## src/rtl/rtcI2cPkg.sv

```systemverilog
package rtcI2cPkg;

  typedef enum logic [3:0] {
    S_IDLE, S_ADDR, S_ADDR_ACK, S_PTR, S_PTR_ACK,
    S_WR, S_WR_ACK, S_RD, S_RD_ACK, S_SKIP
  } busState_t;

  // strobes from control to datapath, each valid for one cycle
  typedef struct packed {
    logic loadPtr;
    logic wrByte;
    logic incPtr;
    logic loadTx;
    logic shiftTx;
    logic beginRead;
    logic endRead;
  } ctlStrb_t;

  // bits that exist in each location; the rest read and write as zero
  function automatic logic [7:0] usedBits(input int idx);
    case (idx)
      2:       usedBits = 8'h3F;
      3:       usedBits = 8'h07;
      4:       usedBits = 8'h3F;
      7:       usedBits = 8'h7F;
      default: usedBits = 8'hFF;
    endcase
  endfunction

endpackage

```

## src/rtl/rtcI2cSync.sv

```systemverilog
module rtcI2cSync #(
  parameter int STAGES = 2
) (
  input  logic clk,
  input  logic rstN,
  input  logic sclIn,
  input  logic sdaIn,
  output logic sclLvl,
  output logic sdaLvl,
  output logic sclRise,
  output logic sclFall,
  output logic startEv,
  output logic stopEv
);
  logic [STAGES-1:0] sclPipe, sdaPipe;
  logic sclPrev, sdaPrev;

  always_ff @(posedge clk or negedge rstN) begin
    if (!rstN) begin
      sclPipe <= '1;
      sdaPipe <= '1;
      sclPrev <= 1'b1;
      sdaPrev <= 1'b1;
    end else begin
      sclPipe <= {sclPipe[STAGES-2:0], sclIn};
      sdaPipe <= {sdaPipe[STAGES-2:0], sdaIn};
      sclPrev <= sclPipe[STAGES-1];
      sdaPrev <= sdaPipe[STAGES-1];
    end
  end

  assign sclLvl  = sclPipe[STAGES-1];
  assign sdaLvl  = sdaPipe[STAGES-1];
  assign sclRise = sclLvl & ~sclPrev;
  assign sclFall = ~sclLvl & sclPrev;
  assign startEv = sclLvl & sclPrev & sdaPrev & ~sdaLvl;
  assign stopEv  = sclLvl & sclPrev & ~sdaPrev & sdaLvl;
endmodule

```

## src/rtl/rtcI2cCtrl.sv

```systemverilog
module rtcI2cCtrl
  import rtcI2cPkg::*;
#(
  parameter logic [6:0] DEV_ADDR = 7'h68
) (
  input  logic     clk,
  input  logic     rstN,
  input  logic     sdaLvl,
  input  logic     sclRise,
  input  logic     sclFall,
  input  logic     startEv,
  input  logic     stopEv,
  input  logic     txBit,
  output ctlStrb_t strb,
  output logic [7:0] rxByte,
  output logic     sdaOe
);
  busState_t stateQ, stateD;
  logic [3:0] cntQ, cntD;
  logic [7:0] rxQ, rxD;
  logic isReadQ, isReadD;
  logic mAckQ, mAckD;

  always_comb begin
    stateD  = stateQ;
    cntD    = cntQ;
    rxD     = rxQ;
    isReadD = isReadQ;
    mAckD   = mAckQ;
    strb    = '0;
    if (stopEv) begin
      stateD = S_IDLE;
      strb.endRead = 1'b1;
    end else if (startEv) begin
      stateD = S_ADDR;
      cntD   = '0;
    end else begin
      case (stateQ)
        S_ADDR, S_PTR, S_WR: begin
          if (sclRise) begin
            rxD  = {rxQ[6:0], sdaLvl};
            cntD = cntQ + 4'd1;
          end else if (sclFall && cntQ == 4'd8) begin
            if (stateQ == S_ADDR) begin
              if (rxQ[7:1] == DEV_ADDR) begin
                stateD  = S_ADDR_ACK;
                isReadD = rxQ[0];
                strb.beginRead = rxQ[0];
              end else begin
                stateD = S_SKIP;
              end
            end else if (stateQ == S_PTR) begin
              stateD = S_PTR_ACK;
              strb.loadPtr = 1'b1;
            end else begin
              stateD = S_WR_ACK;
              strb.wrByte = 1'b1;
            end
          end
        end
        S_ADDR_ACK: if (sclFall) begin
          cntD = '0;
          if (isReadQ) begin
            stateD = S_RD;
            strb.loadTx = 1'b1;
          end else begin
            stateD = S_PTR;
          end
        end
        S_PTR_ACK, S_WR_ACK: if (sclFall) begin
          stateD = S_WR;
          cntD   = '0;
        end
        S_RD: if (sclFall) begin
          if (cntQ == 4'd7) begin
            stateD = S_RD_ACK;
          end else begin
            strb.shiftTx = 1'b1;
            cntD = cntQ + 4'd1;
          end
        end
        S_RD_ACK: begin
          if (sclRise) begin
            mAckD = ~sdaLvl;
            strb.incPtr = ~sdaLvl;
          end else if (sclFall) begin
            cntD = '0;
            if (mAckQ) begin
              stateD = S_RD;
              strb.loadTx = 1'b1;
            end else begin
              stateD = S_SKIP;
            end
          end
        end
        default: ;
      endcase
    end
  end

  always_ff @(posedge clk or negedge rstN) begin
    if (!rstN) begin
      stateQ  <= S_IDLE;
      cntQ    <= '0;
      rxQ     <= '0;
      isReadQ <= 1'b0;
      mAckQ   <= 1'b0;
    end else begin
      stateQ  <= stateD;
      cntQ    <= cntD;
      rxQ     <= rxD;
      isReadQ <= isReadD;
      mAckQ   <= mAckD;
    end
  end

  assign rxByte = rxQ;
  assign sdaOe  = (stateQ == S_ADDR_ACK) || (stateQ == S_PTR_ACK) ||
                  (stateQ == S_WR_ACK) || (stateQ == S_RD && !txBit);
endmodule

```

## src/rtl/rtcI2cData.sv

```systemverilog
module rtcI2cData
  import rtcI2cPkg::*;
#(
  parameter int NUM_REGS = 8,
  localparam int PTR_W = $clog2(NUM_REGS),
  localparam int TIME_REGS = NUM_REGS - 1,
  localparam int SNAP_W = 8 * TIME_REGS
) (
  input  logic              clk,
  input  logic              rstN,
  input  ctlStrb_t          strb,
  input  logic [7:0]        rxByte,
  input  logic [SNAP_W-1:0] liveTime,
  output logic              txBit,
  output logic              wrEn,
  output logic [PTR_W-1:0]  wrAddr,
  output logic [7:0]        wrData,
  output logic [7:0]        calOut,
  output logic [PTR_W-1:0]  ptrQ,
  output logic              frozen,
  output logic [SNAP_W-1:0] snapView
);
  localparam logic [PTR_W-1:0] CAL_IDX = PTR_W'(TIME_REGS);

  logic [7:0] calQ, txQ, rdByte;
  logic readSess;

  assign frozen = readSess && (ptrQ != CAL_IDX);

  for (genvar g = 0; g < TIME_REGS; g++) begin : gSnap
    logic [7:0] byteQ;
    always_ff @(posedge clk or negedge rstN) begin
      if (!rstN)       byteQ <= '0;
      else if (!frozen) byteQ <= liveTime[8*g +: 8];
    end
    assign snapView[8*g +: 8] = byteQ;
  end

  always_comb begin
    rdByte = calQ;
    for (int i = 0; i < TIME_REGS; i++) begin
      if (ptrQ == PTR_W'(i)) rdByte = snapView[8*i +: 8] & usedBits(i);
    end
  end

  always_ff @(posedge clk or negedge rstN) begin
    if (!rstN) begin
      ptrQ     <= '0;
      calQ     <= '0;
      txQ      <= 8'hFF;
      readSess <= 1'b0;
    end else begin
      if (strb.loadPtr)                    ptrQ <= rxByte[PTR_W-1:0];
      else if (strb.wrByte || strb.incPtr) ptrQ <= ptrQ + 1'b1;
      if (strb.wrByte && ptrQ == CAL_IDX)  calQ <= rxByte & usedBits(TIME_REGS);
      if (strb.loadTx)       txQ <= rdByte;
      else if (strb.shiftTx) txQ <= {txQ[6:0], 1'b1};
      if (strb.beginRead)    readSess <= 1'b1;
      else if (strb.endRead) readSess <= 1'b0;
    end
  end

  assign txBit  = txQ[7];
  assign wrEn   = strb.wrByte && (ptrQ != CAL_IDX);
  assign wrAddr = ptrQ;
  assign wrData = rxByte & usedBits(int'(ptrQ));
  assign calOut = calQ;
endmodule

```

## src/rtl/rtcI2cRegs.sv

```systemverilog
module rtcI2cRegs
  import rtcI2cPkg::*;
#(
  parameter logic [6:0] DEV_ADDR = 7'h68,
  parameter int NUM_REGS = 8,
  parameter int SYNC_STAGES = 2,
  localparam int PTR_W = $clog2(NUM_REGS),
  localparam int SNAP_W = 8 * (NUM_REGS - 1)
) (
  input  logic              clk,
  input  logic              rstN,
  input  logic              sclIn,
  input  logic              sdaIn,
  output logic              sdaOe,
  input  logic [SNAP_W-1:0] liveTime,
  output logic              wrEn,
  output logic [PTR_W-1:0]  wrAddr,
  output logic [7:0]        wrData,
  output logic [7:0]        calOut
);
  logic sclLvl, sdaLvl, sclRise, sclFall, startEv, stopEv, txBit, frozen;
  logic [7:0] rxByte;
  logic [PTR_W-1:0] ptrQ;
  logic [SNAP_W-1:0] snapView;
  ctlStrb_t strb;

  rtcI2cSync #(.STAGES(SYNC_STAGES)) u_sync (
    .clk(clk), .rstN(rstN), .sclIn(sclIn), .sdaIn(sdaIn),
    .sclLvl(sclLvl), .sdaLvl(sdaLvl), .sclRise(sclRise), .sclFall(sclFall),
    .startEv(startEv), .stopEv(stopEv)
  );

  rtcI2cCtrl #(.DEV_ADDR(DEV_ADDR)) u_ctrl (
    .clk(clk), .rstN(rstN), .sdaLvl(sdaLvl), .sclRise(sclRise),
    .sclFall(sclFall), .startEv(startEv), .stopEv(stopEv), .txBit(txBit),
    .strb(strb), .rxByte(rxByte), .sdaOe(sdaOe)
  );

  rtcI2cData #(.NUM_REGS(NUM_REGS)) u_data (
    .clk(clk), .rstN(rstN), .strb(strb), .rxByte(rxByte), .liveTime(liveTime),
    .txBit(txBit), .wrEn(wrEn), .wrAddr(wrAddr), .wrData(wrData),
    .calOut(calOut), .ptrQ(ptrQ), .frozen(frozen), .snapView(snapView)
  );
endmodule

```

## config.mk

```make
export PLATFORM = sky130hd
export DESIGN_NAME = rtcI2cRegs
export DESIGN_NICKNAME = d
export VERILOG_FILES = /design/src/rtl/rtcI2cPkg.sv /design/src/rtl/rtcI2cSync.sv /design/src/rtl/rtcI2cCtrl.sv /design/src/rtl/rtcI2cData.sv /design/src/rtl/rtcI2cRegs.sv
export SDC_FILE = /design/constraint.sdc
export NUM_CORES = 1
export LEC_CHECK = 0
export BUFFER_PORTS_ARGS = -buffer_cell sky130_fd_sc_hd__buf_2
export CAP_MARGIN = 20
export CORE_ASPECT_RATIO = 1.2
export CORE_MARGIN = 3
export CORE_UTILIZATION = 25
export CTS_BUF_LIST = sky130_fd_sc_hd__clkbuf_8
export DETAILED_ROUTE_END_ITERATION = 6
export HOLD_SLACK_MARGIN = 0.08
export SYNTH_ARGS = -nofsm -noshare
export SYNTH_HDL_FRONTEND = slang
export SYNTH_SLANG_ARGS = --single-unit
```

## constraint.sdc

```tcl
create_clock -name clk -period 4.77 [get_ports clk]
set_clock_uncertainty 0.2 [all_clocks]
set_input_delay 0.477 -clock clk [delete_from_list [all_inputs] [get_ports clk]]
set_output_delay 0.477 -clock clk [all_outputs]
set_load 0.1 [all_outputs]
```

==> metrics <==
CP Buf/Inv Count 3; Worst Hold Class in -> reg; # Post-CTS Setup Buffers 0; Final Cycle Share 72.2%; worst skew pair latency 0.38 ns; largest net degree at the start of global routing 63; Ports 81; Internal Pwr Total 0.00138 W; share of layout cells above drive strength 1 33.9%; status completed; Layout fillers 1929; clock slew at reported path FFs 0.09 ns; setup TNS 0 ns; root buf cell clkbuf_8; Net Sw Power 0.000967 W; Logic pwr share 35.6%; commonest non-fill, non-tap cell in the layout dfrtp_1; WS Path Type reg -> out; sw frac 41.2%; Syn Inst Count 448; First-pass DRT Iterations 4; pwr dens 428 nW/um2; commonest cells after routing, fill and taps aside dfrtp_1, buf_2, mux2_2; Layout area overhead 16.5%; crit path capture type output pin; Synth cell types 65; worst path required time 4.09 ns; vias in the first global route 3626; Post-Synth XOR/XNOR Area 0.372%; PnR Total Power 0.00235 W; Post-synth ARST share 100%; Clock power frac 22.1%; Finished Core Util 30.0%; Max VDD drop 244 uV; first-pass GRT wire length 19600 um; H-tree Lvls 3; clk sinks 90; layout net count 577; # DRC 0; multiplexer share of the synthesized area 15.7%; Achievable Freq 290 MHz; Port Buffers 70; YS warnings 0; hpwl dp 8790 um; Multi-input gate area 2240 um2; Worst-Margin Slew 0.824 ns; adder and majority gate portion of the synthesized area 2.13%; Initial DRC Count 216; syn_area_per_cell 10.5 um2; initial core utilization 25.7%; Post-synth EDFFs 0; min cycle time layout 3.44 ns; Final GP Congestion 0.837; Seq cells post-synth 90; final count of negative-setup-slack endpoints 0; worst rel slew slack 45.0%; most used cell, CP inv_1; ys flop type dfrtp_1; Worst EP arrival 2.77 ns; ANT nets after route 0; crit-path leading delay family buffers and inverters; register area 2270 um2; Vias/cell 4.70; CTS tree yes; Max Cap Viol 0; Placed Instances 747; sequential share of the synthesized area 48.2%; routed length per placed instance 15.8 um; Max clock buf depth 2; Post-Syn Area 4710 um2; RSZ-0062 raised after global routing no; Layout Cells excl Fill 766; slowest CP cell ha_1; cells along the critical path inv_1, ha_1, inv_1, o21ai_0, nor2_1, nand2_1, and2_1, buf_2; DR vias 3600; final hold violation count 0; Die Width 131 um; P_leak 2.40 nW; Antenna diodes 0; full die area 20500 um2; area fraction in compound gates after synthesis 15.3%; std cell rows 54; CP max stage delay 0.46 ns; Mapped Nets 516; sequential fraction of design power 42.4%; Detailed Route WL 12100 um; total track usage 12.0%; largest family of logic cells by synthesized area multiplexers; startpoint types flop; core box area 18300 um2; initial antenna violation count 0; Fin Hold WS 0.119 ns; GRT overflow 0; peak fanout along the critical path 13; Final Max Tran Viols 0; Simple-Gate Fraction of Synth Area 14.0%; Die H 156 um; total CTS buffers 9
## kinds of logic after synthesis
family | Yosys count
simple gates | 128
xor+xnor | 2
flops | 90
compound gates | 109
buf+inv | 44
fa+ha+maj | 8
mux | 66
other cells | 1
## cell usage after synthesis (7+ instances only)
master | count | area share (%)
a221oi_1 | 7 | 1.3
nor3_1 | 9 | 0.96
clkbuf_1 | 14 | 1.1
inv_1 | 17 | 1.4
o22ai_1 | 7 | 0.93
nand3_1 | 14 | 1.5
mux2_2 | 62 | 15
dfrtp_1 | 76 | 40
nand2_1 | 32 | 2.6
dfstp_2 | 14 | 7.8
a21oi_1 | 30 | 3.2
ha_1 | 8 | 2.1
o21ai_0 | 25 | 2.7
nor2_1 | 31 | 2.5
## state kept, by name (all words and copies together), names as in the netlist
signal and cells:
u_ctrl.mAckQ 1, u_data.ptrQ 3, u_sync.sdaPipe 2, u_data.txQ 8, u_sync.sclPrev 1, u_data.calOut 7
u_data.readSess 1, u_ctrl.rxByte 8, u_sync.sclPipe 2, u_sync.sdaPrev 1, u_ctrl.stateQ 4, u_ctrl.cntQ 4
u_data.gSnap.byteQ 47, u_ctrl.isReadQ 1
## power groups by stage
stage          sequential, W  combinational, W  clock (W)
5_1_grt              0.00102          0.000918   0.000566
3_3_place_gp         0.00101          0.000834          0
4_1_cts             0.000997          0.000844   0.000536
2_1_floorplan       0.000946          0.000723          0
3_5_place_dp         0.00101          0.000838          0
6_report            0.000995          0.000835   0.000518
## worst reg2reg max path, delay by kind of cell, from the launching register on
kind | cells | cell delay [ns]
adders and majority gates | 1 | 0.69
buffers and inverters | 1 | 0.10
AOI/OAI and AO/OA | 4 | 0.99
DFF | 1 | 0.44
and+or+nand+nor | 2 | 0.49
## layout make-up
| cell class | instances | area share [%] |
|---|---|---|
| inverters | 18 | 1.23 |
| well taps | 252 | 5.75 |
| clock buffers | 9 | 2.26 |
| repair buffers | 76 | 7.39 |
| flip-flops and latches | 90 | 41.4 |
| clock inverters | 7 | 1.14 |
| multi-input cells | 314 | 40.9 |
## metal layers
| layer | global-route usage (%) | wire length [um] | up-vias | part of all wire (%) |
|---|---|---|---|---|
| met5 | 0 | 0 | - | 0 |
| met4 | 4.80 | 204 | 0 | 1.7 |
| met1 | 15.6 | 5630 | 1770 | 46 |
| li1 | - | - | 1748 | - |
| met3 | 2.67 | 452 | 13 | 3.7 |
| met2 | 19.6 | 5820 | 69 | 48 |
## repair_timing
action	4_1_cts	5_1_grt
hold buffers	3	0
resized for setup	0	0
endpoints found under the hold margin	53	0
## final timing paths
kind,end,slack (ns),cells past startpoint,startpoint
setup / recovery,wrData[5],1.33,8,u_data.ptrQ[0]
hold / removal,u_data.gSnap[0].byteQ[4],0.12,2,liveTime[4]
setup reg to reg,u_data.txQ[2],1.78,8,u_data.ptrQ[1]
hold reg to reg,u_sync.sclPipe[1],0.16,0,u_sync.sclPipe[0]
max in group asynchronous,u_sync.sclPrev,2.91,3,rstN
min in group asynchronous,u_data.gSnap[5].byteQ[4],0.52,2,rstN
## through the flow
step | setup slack, ns | area, um2
6_report | 1.33 | 5490
2_1_floorplan | 0.613 | 4710
5_1_grt | 1.07 | 5490
3_3_place_gp | 1.77 | 5270
3_5_place_dp | 1.78 | 5270
4_1_cts | 1.34 | 5490
Power figures use the tool's default switching activity.
